[src/rtl/probe_ctl_pkg.sv]
package probe_ctl_pkg;
  localparam int unsigned DATA_W = 32;

  localparam int unsigned TRST_B  = 0;
  localparam int unsigned SRST_B  = 1;
  localparam int unsigned PWR_B   = 3;
  localparam int unsigned LED0_B  = 4;
  localparam int unsigned LED1_B  = 5;
  localparam int unsigned SSEEN_B = 6;
  localparam int unsigned DROP_B  = 7;
  localparam int unsigned ADAPT_B = 8;
  localparam int unsigned TOUT_B  = 10;

  localparam logic [DATA_W-1:0] CTRL_MASK =
    (32'd1 << TRST_B) | (32'd1 << SRST_B) | (32'd1 << PWR_B) |
    (32'd1 << LED0_B) | (32'd1 << LED1_B) | (32'd1 << ADAPT_B);

  localparam int unsigned N_FLAGS = 3;
  localparam int unsigned FL_SSEEN = 0;
  localparam int unsigned FL_DROP  = 1;
  localparam int unsigned FL_TOUT  = 2;
endpackage

[src/rtl/probe_sync.sv]
module probe_sync #(
  parameter int unsigned STAGES  = 2,
  parameter logic        RST_VAL = 1'b0
) (
  input  logic clk_i,
  input  logic rst_ni,
  input  logic d_i,
  output logic q_o
);
  logic [STAGES-1:0] sh_q;

  always_ff @(posedge clk_i or negedge rst_ni) begin
    if (!rst_ni) sh_q <= {STAGES{RST_VAL}};
    else         sh_q <= {sh_q[STAGES-2:0], d_i};
  end

  assign q_o = sh_q[STAGES-1];
endmodule

[src/rtl/probe_sticky.sv]
module probe_sticky (
  input  logic clk_i,
  input  logic rst_ni,
  input  logic evt_i,
  input  logic clr_i,
  output logic flag_o
);
  logic flag_q;

  // event has priority over the clear
  always_ff @(posedge clk_i or negedge rst_ni) begin
    if (!rst_ni)     flag_q <= 1'b0;
    else if (evt_i)  flag_q <= 1'b1;
    else if (clr_i)  flag_q <= 1'b0;
  end

  assign flag_o = flag_q;

  AST_STICKY_SET: assert property (@(posedge clk_i) disable iff (!rst_ni)
    evt_i |=> flag_o);
  AST_STICKY_KEEP: assert property (@(posedge clk_i) disable iff (!rst_ni)
    (flag_o && !clr_i) |=> flag_o);
  AST_STICKY_CLR: assert property (@(posedge clk_i) disable iff (!rst_ni)
    (clr_i && !evt_i) |=> !flag_o);
endmodule

[src/rtl/probe_srst_blank.sv]
module probe_srst_blank #(
  parameter int unsigned BLANK_CYC = 8
) (
  input  logic clk_i,
  input  logic rst_ni,
  input  logic drive_i,
  output logic mask_o
);
  localparam int unsigned CNT_W = $clog2(BLANK_CYC + 1);
  localparam logic [CNT_W-1:0] CNT_LOAD = CNT_W'(BLANK_CYC);

  logic [CNT_W-1:0] cnt_q;

  always_ff @(posedge clk_i or negedge rst_ni) begin
    if (!rst_ni)              cnt_q <= '0;
    else if (drive_i)         cnt_q <= CNT_LOAD;
    else if (cnt_q != '0)     cnt_q <= cnt_q - 1'b1;
  end

  assign mask_o = drive_i || (cnt_q != '0);

  AST_BLANK_AFTER_DRIVE: assert property (@(posedge clk_i) disable iff (!rst_ni)
    $fell(drive_i) |-> mask_o);
endmodule

[src/rtl/probe_ctl_reg.sv]
module probe_ctl_reg
  import probe_ctl_pkg::*;
#(
  parameter int unsigned ADDR_W      = 8,
  parameter logic [ADDR_W-1:0] SET_OFS = 8'h10,
  parameter logic [ADDR_W-1:0] CLR_OFS = 8'h14,
  parameter int unsigned SYNC_STAGES = 2,
  parameter int unsigned BLANK_CYC   = 8,
  parameter logic [31:0] RST_CTRL    = 32'h0000_0008
) (
  input  logic              clk_i,
  input  logic              rst_ni,
  input  logic              bus_wr_i,
  input  logic [ADDR_W-1:0] bus_addr_i,
  input  logic [31:0]       bus_wdata_i,
  output logic [31:0]       bus_rdata_o,
  input  logic              srst_sense_ni,
  input  logic              pwr_good_i,
  input  logic              clk_timeout_i,
  output logic              trst_no,
  output logic              srst_oe_no,
  output logic              pwr_en_o,
  output logic [1:0]        led_o,
  output logic              adapt_clk_en_o
);
  localparam logic [DATA_W-1:0] RST_VAL = RST_CTRL & CTRL_MASK;

  logic set_hit, clr_hit;
  logic [DATA_W-1:0] set_bits, clr_bits, ctrl_q;

  assign set_hit  = bus_wr_i && (bus_addr_i == SET_OFS);
  assign clr_hit  = bus_wr_i && (bus_addr_i == CLR_OFS);
  assign set_bits = set_hit ? (bus_wdata_i & CTRL_MASK) : '0;
  assign clr_bits = clr_hit ? (bus_wdata_i & CTRL_MASK) : '0;

  always_ff @(posedge clk_i or negedge rst_ni) begin
    if (!rst_ni) ctrl_q <= RST_VAL;
    else         ctrl_q <= (ctrl_q | set_bits) & ~clr_bits;
  end

  // event inputs
  logic srst_seen_n_s, pwr_good_s, srst_mask;

  probe_sync #(.STAGES(SYNC_STAGES), .RST_VAL(1'b1)) u_sync_srst (
    .clk_i(clk_i), .rst_ni(rst_ni), .d_i(srst_sense_ni), .q_o(srst_seen_n_s));
  probe_sync #(.STAGES(SYNC_STAGES), .RST_VAL(1'b1)) u_sync_pwr (
    .clk_i(clk_i), .rst_ni(rst_ni), .d_i(pwr_good_i), .q_o(pwr_good_s));

  probe_srst_blank #(.BLANK_CYC(BLANK_CYC)) u_blank (
    .clk_i(clk_i), .rst_ni(rst_ni), .drive_i(ctrl_q[SRST_B]), .mask_o(srst_mask));

  logic [N_FLAGS-1:0] fl_evt, fl_clr, fl_q;

  assign fl_evt[FL_SSEEN] = !srst_seen_n_s && !srst_mask;
  assign fl_evt[FL_DROP]  = !pwr_good_s;
  assign fl_evt[FL_TOUT]  = clk_timeout_i;
  assign fl_clr[FL_SSEEN] = set_hit && bus_wdata_i[SSEEN_B];
  assign fl_clr[FL_DROP]  = set_hit && bus_wdata_i[DROP_B];
  assign fl_clr[FL_TOUT]  = clr_hit && bus_wdata_i[TOUT_B];

  for (genvar g = 0; g < N_FLAGS; g++) begin : g_flag
    probe_sticky u_flag (
      .clk_i(clk_i), .rst_ni(rst_ni),
      .evt_i(fl_evt[g]), .clr_i(fl_clr[g]), .flag_o(fl_q[g]));
  end

  logic [DATA_W-1:0] status;
  always_comb begin
    status          = ctrl_q;
    status[SSEEN_B] = fl_q[FL_SSEEN];
    status[DROP_B]  = fl_q[FL_DROP];
    status[TOUT_B]  = fl_q[FL_TOUT];
  end

  assign bus_rdata_o    = (bus_addr_i == SET_OFS) ? status : '0;
  assign trst_no        = ~ctrl_q[TRST_B];
  assign srst_oe_no     = ~ctrl_q[SRST_B];
  assign pwr_en_o       = ctrl_q[PWR_B];
  assign led_o          = {ctrl_q[LED1_B], ctrl_q[LED0_B]};
  assign adapt_clk_en_o = ctrl_q[ADAPT_B];

  AST_SET_WRITE: assert property (@(posedge clk_i) disable iff (!rst_ni)
    set_hit |=> ((ctrl_q & $past(bus_wdata_i & CTRL_MASK)) == $past(bus_wdata_i & CTRL_MASK)));
  AST_CLR_WRITE: assert property (@(posedge clk_i) disable iff (!rst_ni)
    clr_hit |=> ((ctrl_q & $past(bus_wdata_i & CTRL_MASK)) == '0));
  AST_NO_STRAY_WRITE: assert property (@(posedge clk_i) disable iff (!rst_ni)
    !(set_hit || clr_hit) |=> $stable(ctrl_q));
  AST_SRST_SELF_MASK: assert property (@(posedge clk_i) disable iff (!rst_ni)
    !srst_oe_no |-> !fl_evt[FL_SSEEN]);
endmodule

[config.mk]
export PLATFORM = sky130hd
export DESIGN_NAME = probe_ctl_reg
export DESIGN_NICKNAME = d
export VERILOG_FILES = /design/src/rtl/probe_ctl_pkg.sv /design/src/rtl/probe_sync.sv /design/src/rtl/probe_sticky.sv /design/src/rtl/probe_srst_blank.sv /design/src/rtl/probe_ctl_reg.sv
export SDC_FILE = /design/constraint.sdc
export NUM_CORES = 1
export LEC_CHECK = 0
export BUFFER_PORTS_ARGS = -buffer_cell sky130_fd_sc_hd__buf_2
export CELL_PAD_IN_SITES_DETAIL_PLACEMENT = 0
export CELL_PAD_IN_SITES_GLOBAL_PLACEMENT = 1
export CORE_ASPECT_RATIO = 1.25
export CORE_MARGIN = 10
export CORE_UTILIZATION = 29
export CTS_BUF_LIST = sky130_fd_sc_hd__clkbuf_8
export DETAILED_ROUTE_END_ITERATION = 10
export PLACE_DENSITY_LB_ADDON = 0.1
export SYNTH_ARGS = -nofsm -noshare
export SYNTH_HDL_FRONTEND = slang
export SYNTH_SLANG_ARGS = --single-unit
[constraint.sdc]
create_clock -name clk_i -period 4.8 [get_ports clk_i]
set_clock_uncertainty 0.2 [all_clocks]
set_input_delay 0.24 -clock clk_i [delete_from_list [all_inputs] [get_ports clk_i]]
set_output_delay 0.24 -clock clk_i [all_outputs]
set_load 0.02 [all_outputs]
Word level (Yosys, flattened, before mapping):

Cells that the tools add are included.

* flip-flop bits (word level): 43
* bits of input ports: 46
* word-level logic and storage cells: 40

* add/sub/neg operators: 1
* equal/unequal tests: 3
* mux-type cells: 11
* bitwise logic cells: 5
* reductions and logical operators: 13

Operator list (number)
* 32-bit AND: 1
* 32-bit 2-to-1 mux: 1
* 9-bit inverter with 32-bit output: 1
* 32-bit by 9-bit bitwise OR with 32-bit output: 1
* 9-bit 2-to-1 mux: 2
* 8-bit by 5-bit equality test with 1-bit output, second input constant: 2
* 4-bit 2-to-1 mux: 2
* 1-bit logical AND: 6
* 1-bit 2-to-1 mux: 6
* 2-bit nonzero test: 3
* 4-bit nonzero test: 1
* 4-bit by 1-bit subtractor with 4-bit output, second input constant: 1
* 1-bit logical NOT: 2
* 2-bit by 1-bit inequality test with 1-bit output, second input constant: 1
* 1-bit inverter: 2
* 1-bit logical OR: 1

Logic depth before layout (Yosys ltp):

Gate-level depths: netlist of run 1.

* depth after elaboration: 5
* depth in mapped cells: 5

Modules after synthesis:

From an unflattened synthesis of run 1, not the netlist that was laid out.

* cells, all modules: 102
* area, all modules: 1056.0 µm²

By module, submodules not included
* probe_ctl_reg: times used 1, cells each 67, area an instance 609.3 µm², seq. area each 151.4 µm²
* probe_srst_blank: times used 1, cells each 22, area an instance 232.7 µm², seq. area each 100.1 µm²
* probe_sticky: times used 3, cells each 3, area an instance 36.3 µm², seq. area each 25.0 µm²
* probe_sync: times used 2, cells each 2, area an instance 52.6 µm², seq. area each 52.6 µm²

Least setup slack after synthesis of run 1:

Ideal clock, no wire load.

* kind: input port to output port
* start point: in bus_addr_i[7]
* end point: out bus_rdata_o[0]
* arrival: 1.332 ns
* data required time: 4.360 ns
* slack: 3.028 ns
* stages on the path: 2
* path buffers: 0
* cells stage by stage: or4b_4 nor3_1

* longest elaborated chain between the ends: 2

RTL lines
* start: declaration: line probe_ctl_reg.sv:14 `input logic [ADDR_W-1:0] bus_addr_i,`
* 8-bit by 5-bit equality test with 1-bit output: line probe_ctl_reg.sv:75 `assign bus_rdata_o = (bus_addr_i == SET_OFS) ? status : '0;`
* 32-bit 2-to-1 mux: line probe_ctl_reg.sv:75
* end: declaration: line probe_ctl_reg.sv:16 `output logic [31:0] bus_rdata_o,`

Every way passes these cells.

Worst setup path in the final report of run 1:

* start point: in bus_addr_i[2]
* end point: out bus_rdata_o[8]

The elaborated chain is that of the path after synthesis.

==> flow_summary.ini, run 1 <==
[final_layout]
final_common_cell = buf_2
final_layout_size_suffix_gt1_share_pct = 37.1
fillCellCount = 359
nNetsFinal = 191
seqCellArea_um2 = 432
n_antenna_cell = 0
fin_util_pct = 38.6
multi_input_area_um2 = 440
area_growth_pct = 26.0
final_cell_mix = 37 x buf_2, 23 x conb_1, 12 x dfrtp_1, 9 x dlygate4sd3_1, 7 x and2_1

[yosys]
synth_area_per_cell_um2 = 10.3
synth_ff_type = dfrtp_1
yosysUniqueCellTypes = 32
synth-seq-cells = 17
synth_edf_count = 0
synth.top_cell.area_share_pct = 30.2
netlist_area_um2 = 996
yosysWarnings = 0
netlist_instances = 97
ys_async_sr_fraction_pct = 100
ys_seq_area_share_pct = 43.3
synth.area.top_cells = dfrtp_1 30%, buf_4 19%, dfstp_2 13%, a41oi_1 4.4%, and2_1 4.4%
yosysTopAreaCell = dfrtp_1

[timing]
fmaxAchievable_ghz = 0.521
tns_ps = 0
grt_setup_unrepaired = false
slew_violations = 0
hold_violations = 0
finalSetupViolations = 0
tightest_slew_ps = 836
fin_crit_sh_pct = 40.0
slew_headroom_pct = 43.8
period_minus_slack_ps = 1920

[detailed_routing]
via_per_inst = 4.53
drt.antenna.violating_nets = 0
route.detailed.drc = 0
drt_iter0_drc = 11
wirelength_mm = 2.76
drt-wirelength-per-cell_um = 15.3
dr.pass1.iters = 4
dr_total_vias = 816

[global_routing]
grt_max_degree = 18
grt_pass1_wl_mm = 4.62
grt.total_usage_pct = 9.09
grt-ovfl-total = 0
grt_pass1_vias = 910
antenna_found_initial = 0

[worst_setup_path]
crit_path_start_kind = input pin
crit_type = in2out
cp-end-kind = output pin
cp.arrival_ps = 1480
cp.required_ps = 4360
cp_max_fo = 8

[die]
fp.dieW_um = 72.4
dieHeight_um = 85.5
die_area_um2 = 6190
fp.coreArea_um2 = 3250
num_rows = 23
io_pins = 84
start_util_pct = 30.6

[power_and_ir_drop]
power.density_nw_per_um2 = 323
p_leak_nw = 0.631
ir_drop_mv = 0.125

[clocking]
clk_path_buf_depth = 2
htreeDepth = 1
cts_sinks = 17
clock-root-buffer = clkbuf_8
cts_tree = built
clock_latency_ps = 250
cts_buffers = 3
clkSlewWorstSetupHoldPaths_ps = 70
post_cts_buffers = 0

[run_status]
status = completed

[flow_run]
maxCapViolCount = 0

[placed_design]
hpwl_mm = 2.18
io_buffers = 37
routabilityCongestion = 0.663

[worst_hold_path]
min_path_type = in2reg
==> cell usage after synthesis, drive strengths merged, types with 2 or more instances <==
cell	instances
dfrtp	12
nor2	3
o31ai	3
buf	26
nand4	2
a41oi	5
a31oi	5
nor3	4
and2	8
nand2	4
dfstp	5
inv	4
==> where the power goes <==
part           internal (mW)  leakage (nW)  switching, mW
logic                 0.0490         0.414         0.0628
registers              0.168         0.191         0.0174
clock network         0.0576        0.0255         0.0504
total                  0.275         0.631          0.131
==> metal layers <==
metal	track usage, %	vias to the layer above	share of wire (%)
met5	0	-	0
met4	2.60	0	0.54
met3	3.81	2	9.2
met2	15.5	34	51
met1	10.0	391	39
li1	-	389	-
==> final timing paths <==
kind / start / endpoint / slack, ps / cells after the start
min: bus_addr_i[2] / ctrl_q[3] / 40 / 2
min reg2reg: u_sync_pwr.sh_q[0] / u_sync_pwr.sh_q[1] / 160 / 0
max: bus_addr_i[2] / bus_rdata_o[8] / 2880 / 5
max in group asynchronous: rst_ni / ctrl_q[3] / 3840 / 2
max reg2reg: u_blank.cnt_q[0] / u_blank.cnt_q[1] / 3070 / 4
min in group asynchronous: rst_ni / u_blank.cnt_q[2] / 250 / 2
==> logic make-up after synthesis <==
kind of cell | Yosys count | share of synthesized area, %
simple gates | 30 | 20.1
mux | 1 | 1.01
buf+inv | 30 | 20.7
fa+ha+maj | 1 | 1.26
flops | 17 | 43.3
other cells | 1 | 0.377
compound gates | 17 | 13.2
==> sequential cells by signal (all words and copies together) (netlist names) <==
register and flops:
u_sync_pwr.sh_q 2, g_flag.u_flag.flag_o 3, u_sync_srst.sh_q 2, ctrl_q 6, u_blank.cnt_q 4
==> final cells by class <==
cell class,instances,area share [%]
Sequential cell,17,34.4
Timing Repair Buffer,46,21.9
Multi-Input combinational cell,72,35.1
Tap cell,37,3.69
Clock inverter,1,0.399
Clock buffer,3,3.29
Inverter,4,1.20
==> stage by stage <==
step                      hold WS [ps]  power [mW]  area, µm²  std cells  setup slack, ps
after floorplan                   -256       0.279       1080        119             3030
after global placement           -9.25       0.291       1120        167             2850
after detailed placement         -4.26       0.295       1120        167             2860
after CTS                         40.5       0.411       1250        180             2860
after global routing              50.5       0.441       1250        180             2790
final                             44.9       0.406       1250        180             2880
==> critical path, cell delays in order <==
cell and delay, ps:
buf_2 150, or4_4 590, nor2_4 190, and2_1 150
buf_2 160
==> timing repair <==
item                                   in CTS  in global routing
endpoints found under the hold margin      20                  0
hold buffers                                9                  0
gates resized for setup                     0                  0
(Power assumes the default switching activity.)
==> inputs of run 2 (changes only) <==
- CORE_UTILIZATION: 29 -> 27
- clock period: 4.8 -> 1.85 ns (I/O delays scaled with it)
==> run 2 against run 1 <==
  * Flip-flop and latch count unchanged
  * Die area up 5.5%
  * Wire length is 3.4% higher
  * Core utilization grew 0.15 points
==> flow_summary.ini, run 2 (synthesized netlist as in run 1, its figures left out) <==
[timing]
tns_ps = 0
period_minus_slack_ps = 1730
grt_setup_unrepaired = false
finalSetupViolations = 0
hold_violations = 0
fmaxAchievable_ghz = 0.578
slew_violations = 0
fin_crit_sh_pct = 93.6

[placed_design]
hpwl_mm = 2.27
io_buffers = 37
routabilityCongestion = 0.702

[worst_setup_path]
rr_worst_depth = 4
crit_cells = 4
crit_path_start_kind = flip-flop
crit_type = reg2reg
crit_chain = inv_1, ha_1, or3b_2, a211oi_1
slowest_delay_ps = 520
cp.arrival_ps = 1690
critical-path-slowest-cell = or3b_2
cp_num_buf_inv = 1
critical-path-top-delay-family = simple AND/OR/NAND/NOR gates
cp_max_fo = 5
cp-end-kind = flip-flop
cp.required_ps = 1810

[detailed_routing]
drt_iter0_drc = 18
route.detailed.drc = 0
drt.antenna.violating_nets = 0
drt-wirelength-per-cell_um = 14.8
dr_total_vias = 830
wirelength_mm = 2.85
dr.pass1.iters = 3
via_per_inst = 4.30

[final_layout]
final_layout_size_suffix_gt1_share_pct = 35.1
largest_reg_flops = 6
top_register = ctrl_q
nNetsFinal = 202
area_growth_pct = 36.7
n_antenna_cell = 0
final_cell_mix = 37 x buf_2, 23 x conb_1, 18 x dlygate4sd3_1, 12 x dfrtp_1, 7 x and2_1
final_common_cell = buf_2

[die]
dieHeight_um = 87.9
die_area_um2 = 6530
io_pins = 84
num_rows = 24
fp.coreArea_um2 = 3510
fp.dieW_um = 74.3
start_util_pct = 28.3

[power_and_ir_drop]
p_leak_nw = 0.689
ir_drop_mv = 0.364
p_total_mw = 1.06
power.density_nw_per_um2 = 781

[global_routing]
grt.total_usage_pct = 8.92
grt_pass1_vias = 981
grt-ovfl-total = 0
antenna_found_initial = 0
grt_max_degree = 18
grt_pass1_wl_mm = 4.66

[clocking]
post_cts_resized = 0
post_cts_buffers = 0
clkSlewWorstSetupHoldPaths_ps = 70
cts_sinks = 17
cts_buffers = 3
cts_tree = built
clock_latency_ps = 250
clk_path_buf_depth = 2
holdBufCountCts = 18
clock-root-buffer = clkbuf_8
htreeDepth = 1

[worst_hold_path]
min_path_type = in2reg
hold_depth = 4

[run_status]
status = completed

[flow_run]
maxCapViolCount = 0
## run 2: per-stage QoR
step,instances,util (%),hold slack (ps),instance area (µm²),setup slack [ps]
CTS,193,38.7,44.8,1360,110
global route,193,38.7,67.3,1360,6.31
global placement,171,32.3,-155,1140,138
floorplan,119,-,-403,1080,236
detailed placement,171,32.3,-146,1140,127
finish,193,38.7,45.6,1360,119
## run 2: worst paths after layout
| path | start | endpoint | slack, ps |
|---|---|---|---|
| worst max-delay path | u_blank.cnt_q[0] | u_blank.cnt_q[1] | 120 |
| worst min-delay path | bus_wr_i | g_flag[1].u_flag.flag_o | 50 |
| worst max register to register | u_blank.cnt_q[0] | u_blank.cnt_q[1] | 120 |
| worst min register to register | u_sync_srst.sh_q[0] | u_sync_srst.sh_q[1] | 160 |
| max in group asynchronous | rst_ni | u_sync_srst.sh_q[1] | 1030 |
| min in group asynchronous | rst_ni | g_flag[2].u_flag.flag_o | 100 |
## run 2: metal layers
metal / GRT usage [%] / vias to the layer above / share of wire [%]
li1: - / 410 / -
met1: 8.56 / 390 / 38
met2: 16.6 / 28 / 53
met3: 3.62 / 2 / 8.8
met4: 3.00 / 0 / 0.46
met5: 0 / - / 0
## run 2: layout make-up
type,count,area (µm²)
multi-input cells,72,440
clock inverters,1,3.75
fillers,374,2150
flip-flops and latches,17,432
inverters,4,15.0
clock buffers,3,41.3
repair buffers,57,380
well taps,39,48.8
## run 2: tightest hold or removal path, stage by stage
cell and delay, ps:
buf_2 170, nand2_1 80, o31ai_1 60, nand2_1 60
## run 2: power by group
group          leakage (nW)  switching (mW)  internal [mW]
combinational         0.472           0.166          0.144
clock                0.0269           0.124          0.147
sequential            0.191          0.0450          0.437
total                 0.689           0.335          0.728
==> inputs of run 3 (changes only) <==
- CORE_UTILIZATION: 27 -> 26
- CTS_BUF_LIST: sky130_fd_sc_hd__clkbuf_8 -> unset
==> run 3 against run 2 <==
  * Setup slack gained 52 ps
  * Power grew 1.3%
  * Sequential share of layout area shrank 0.087 points
  * Count of clock-buffer cells in the layout grew 1
  * Fmax grew 3.1%
  * First-iteration DRC count grew 78%
  * Core utilization shrank 2.4 points
  * Combinational power grew 3%
  * Final cell count grew 0.52%
  * Largest cell class unchanged
  * Highest routed layer unchanged
==> flow_summary.ini, run 3 (synthesized netlist as in run 1, its figures left out) <==
[worst_setup_path]
cp_max_fo = 8
cp.arrival_ps = 1610
critical-path-slowest-cell = dlygate4sd3_1
cp.required_ps = 1780
rrSetupSlack_ps = 200
rr_startpoint = u_blank.cnt_q[0]
timing.rr.end = u_blank.cnt_q[1]
crit_chain = buf_2, nor4b_2, buf_4, and3_1, a31oi_1, dlygate4sd3_1
cp-end-kind = flip-flop
crit_path_start_kind = input pin
rr_worst_depth = 4
slowest_delay_ps = 560
crit_type = in2reg

[worst_hold_path]
hold_start = bus_wr_i
holdPathEnd = g_flag[2].u_flag.flag_o
min_path_type = in2reg
hold_depth = 3

[die]
start_util_pct = 26.5
die_area_um2 = 6720
io_pins = 84
fp.coreArea_um2 = 3750
dieHeight_um = 89.2
num_rows = 25
fp.dieW_um = 75.4

[global_routing]
grt_max_degree = 18
antenna_found_initial = 0
grt_pass1_vias = 1001
grt_pass1_wl_mm = 4.82
grt.total_usage_pct = 9.07
grt-ovfl-total = 0

[flow_run]
maxCapViolCount = 0

[final_layout]
area_growth_pct = 37.1
largest_reg_flops = 6
final_layout_size_suffix_gt1_share_pct = 35.1
multi_input_area_um2 = 443
n_antenna_cell = 0
final_common_cell = buf_2
top_register = ctrl_q
fillCellCount = 402
final_cell_mix = 37 x buf_2, 23 x conb_1, 18 x dlygate4sd3_1, 12 x dfrtp_1, 7 x and2_1
seqCellArea_um2 = 432
nNetsFinal = 202

[timing]
tns_ps = 0
hold_violations = 0
slew_violations = 0
fmaxAchievable_ghz = 0.596
period_minus_slack_ps = 1680
finalSetupViolations = 0
fin_crit_sh_pct = 90.7
grt_setup_unrepaired = false

[placed_design]
io_buffers = 37
routabilityCongestion = 0.670
hpwl_mm = 2.24

[detailed_routing]
drt-wirelength-per-cell_um = 14.6
drt_iter0_drc = 32
dr.pass1.iters = 4
dr_total_vias = 849
wirelength_mm = 2.83
drt.antenna.violating_nets = 0
route.detailed.drc = 0
via_per_inst = 4.38

[run_status]
status = completed

[clocking]
clk_path_buf_depth = 2
htreeDepth = 1
cts_sinks = 17
clkSlewWorstSetupHoldPaths_ps = 60
clock-root-buffer = clkbuf_8
clock_latency_ps = 250
cts_tree = built
cts_buffers = 3

[power_and_ir_drop]
p_total_mw = 1.08
ir_drop_mv = 0.302
power.density_nw_per_um2 = 789
p_leak_nw = 0.686
-- run 3: worst max-delay path, delay by kind of cell --
kind | cells | cell delay (ps)
AO/OA/AOI/OAI | 1 | 110
buffers and inverters | 3 | 870
AND/OR/NAND/NOR | 2 | 540
-- run 3: worst max path at each step --
stage                           startpoint          endpoint  slack (ps)  depth (start not counted)
after floorplan           u_blank.cnt_q[0]  u_blank.cnt_q[1]         240                          4
after global placement    u_blank.cnt_q[0]  u_blank.cnt_q[1]         130                          4
after detailed placement  u_blank.cnt_q[0]  u_blank.cnt_q[0]          80                          5
after CTS                 u_blank.cnt_q[0]  u_blank.cnt_q[0]          60                          5
after global routing      u_blank.cnt_q[0]  u_blank.cnt_q[0]          50                          5
final                        bus_addr_i[7]         ctrl_q[5]         170                          6
-- run 3: repair_timing --
action / in CTS / in global routing
setup buffers: 0 / 0
endpoints found under the setup margin: 0 / 2
gates resized for setup: 0 / 1
endpoints found under the hold margin: 28 / 0
hold buffers: 18 / 0
-- run 3: layout make-up --
| type | count | area share (%) |
|---|---|---|
| clock buffer | 4 | 3.30 |
| sequential | 17 | 31.6 |
| inverter | 4 | 1.10 |
| multi-input combinational | 72 | 32.4 |
| tap | 40 | 3.67 |
| timing repair buffer | 57 | 27.9 |
-- run 3: power by group --
part	switching (mW)	internal [mW]	leakage, nW
clock	0.121	0.153	0.0228
combinational	0.169	0.151	0.473
sequential	0.0466	0.437	0.191
total	0.336	0.741	0.686
-- run 3: through the flow --
step	hold slack [ps]	worst slack, ps	utilization [%]	instances	area, µm²
floorplan	-403	236	-	119	1080
global placement	-154	133	30.3	172	1140
detailed placement	-158	80.6	30.3	172	1140
CTS	50.8	56.9	36.3	194	1360
global route	64.9	51.7	36.4	194	1370
finish	51.1	171	36.4	194	1370
-- run 3: per-layer routing --
| layer | routed length, µm | track usage (%) | part of all wire [%] | vias to the layer above |
|---|---|---|---|---|
| met3 | 208 | 2.56 | 7.4 | 4 |
| li1 | - | - | - | 412 |
| met2 | 1510 | 16.2 | 53 | 34 |
| met4 | 22 | 2.54 | 0.78 | 0 |
| met1 | 1090 | 10.1 | 38 | 399 |
| met5 | 0 | 0 | 0 | - |
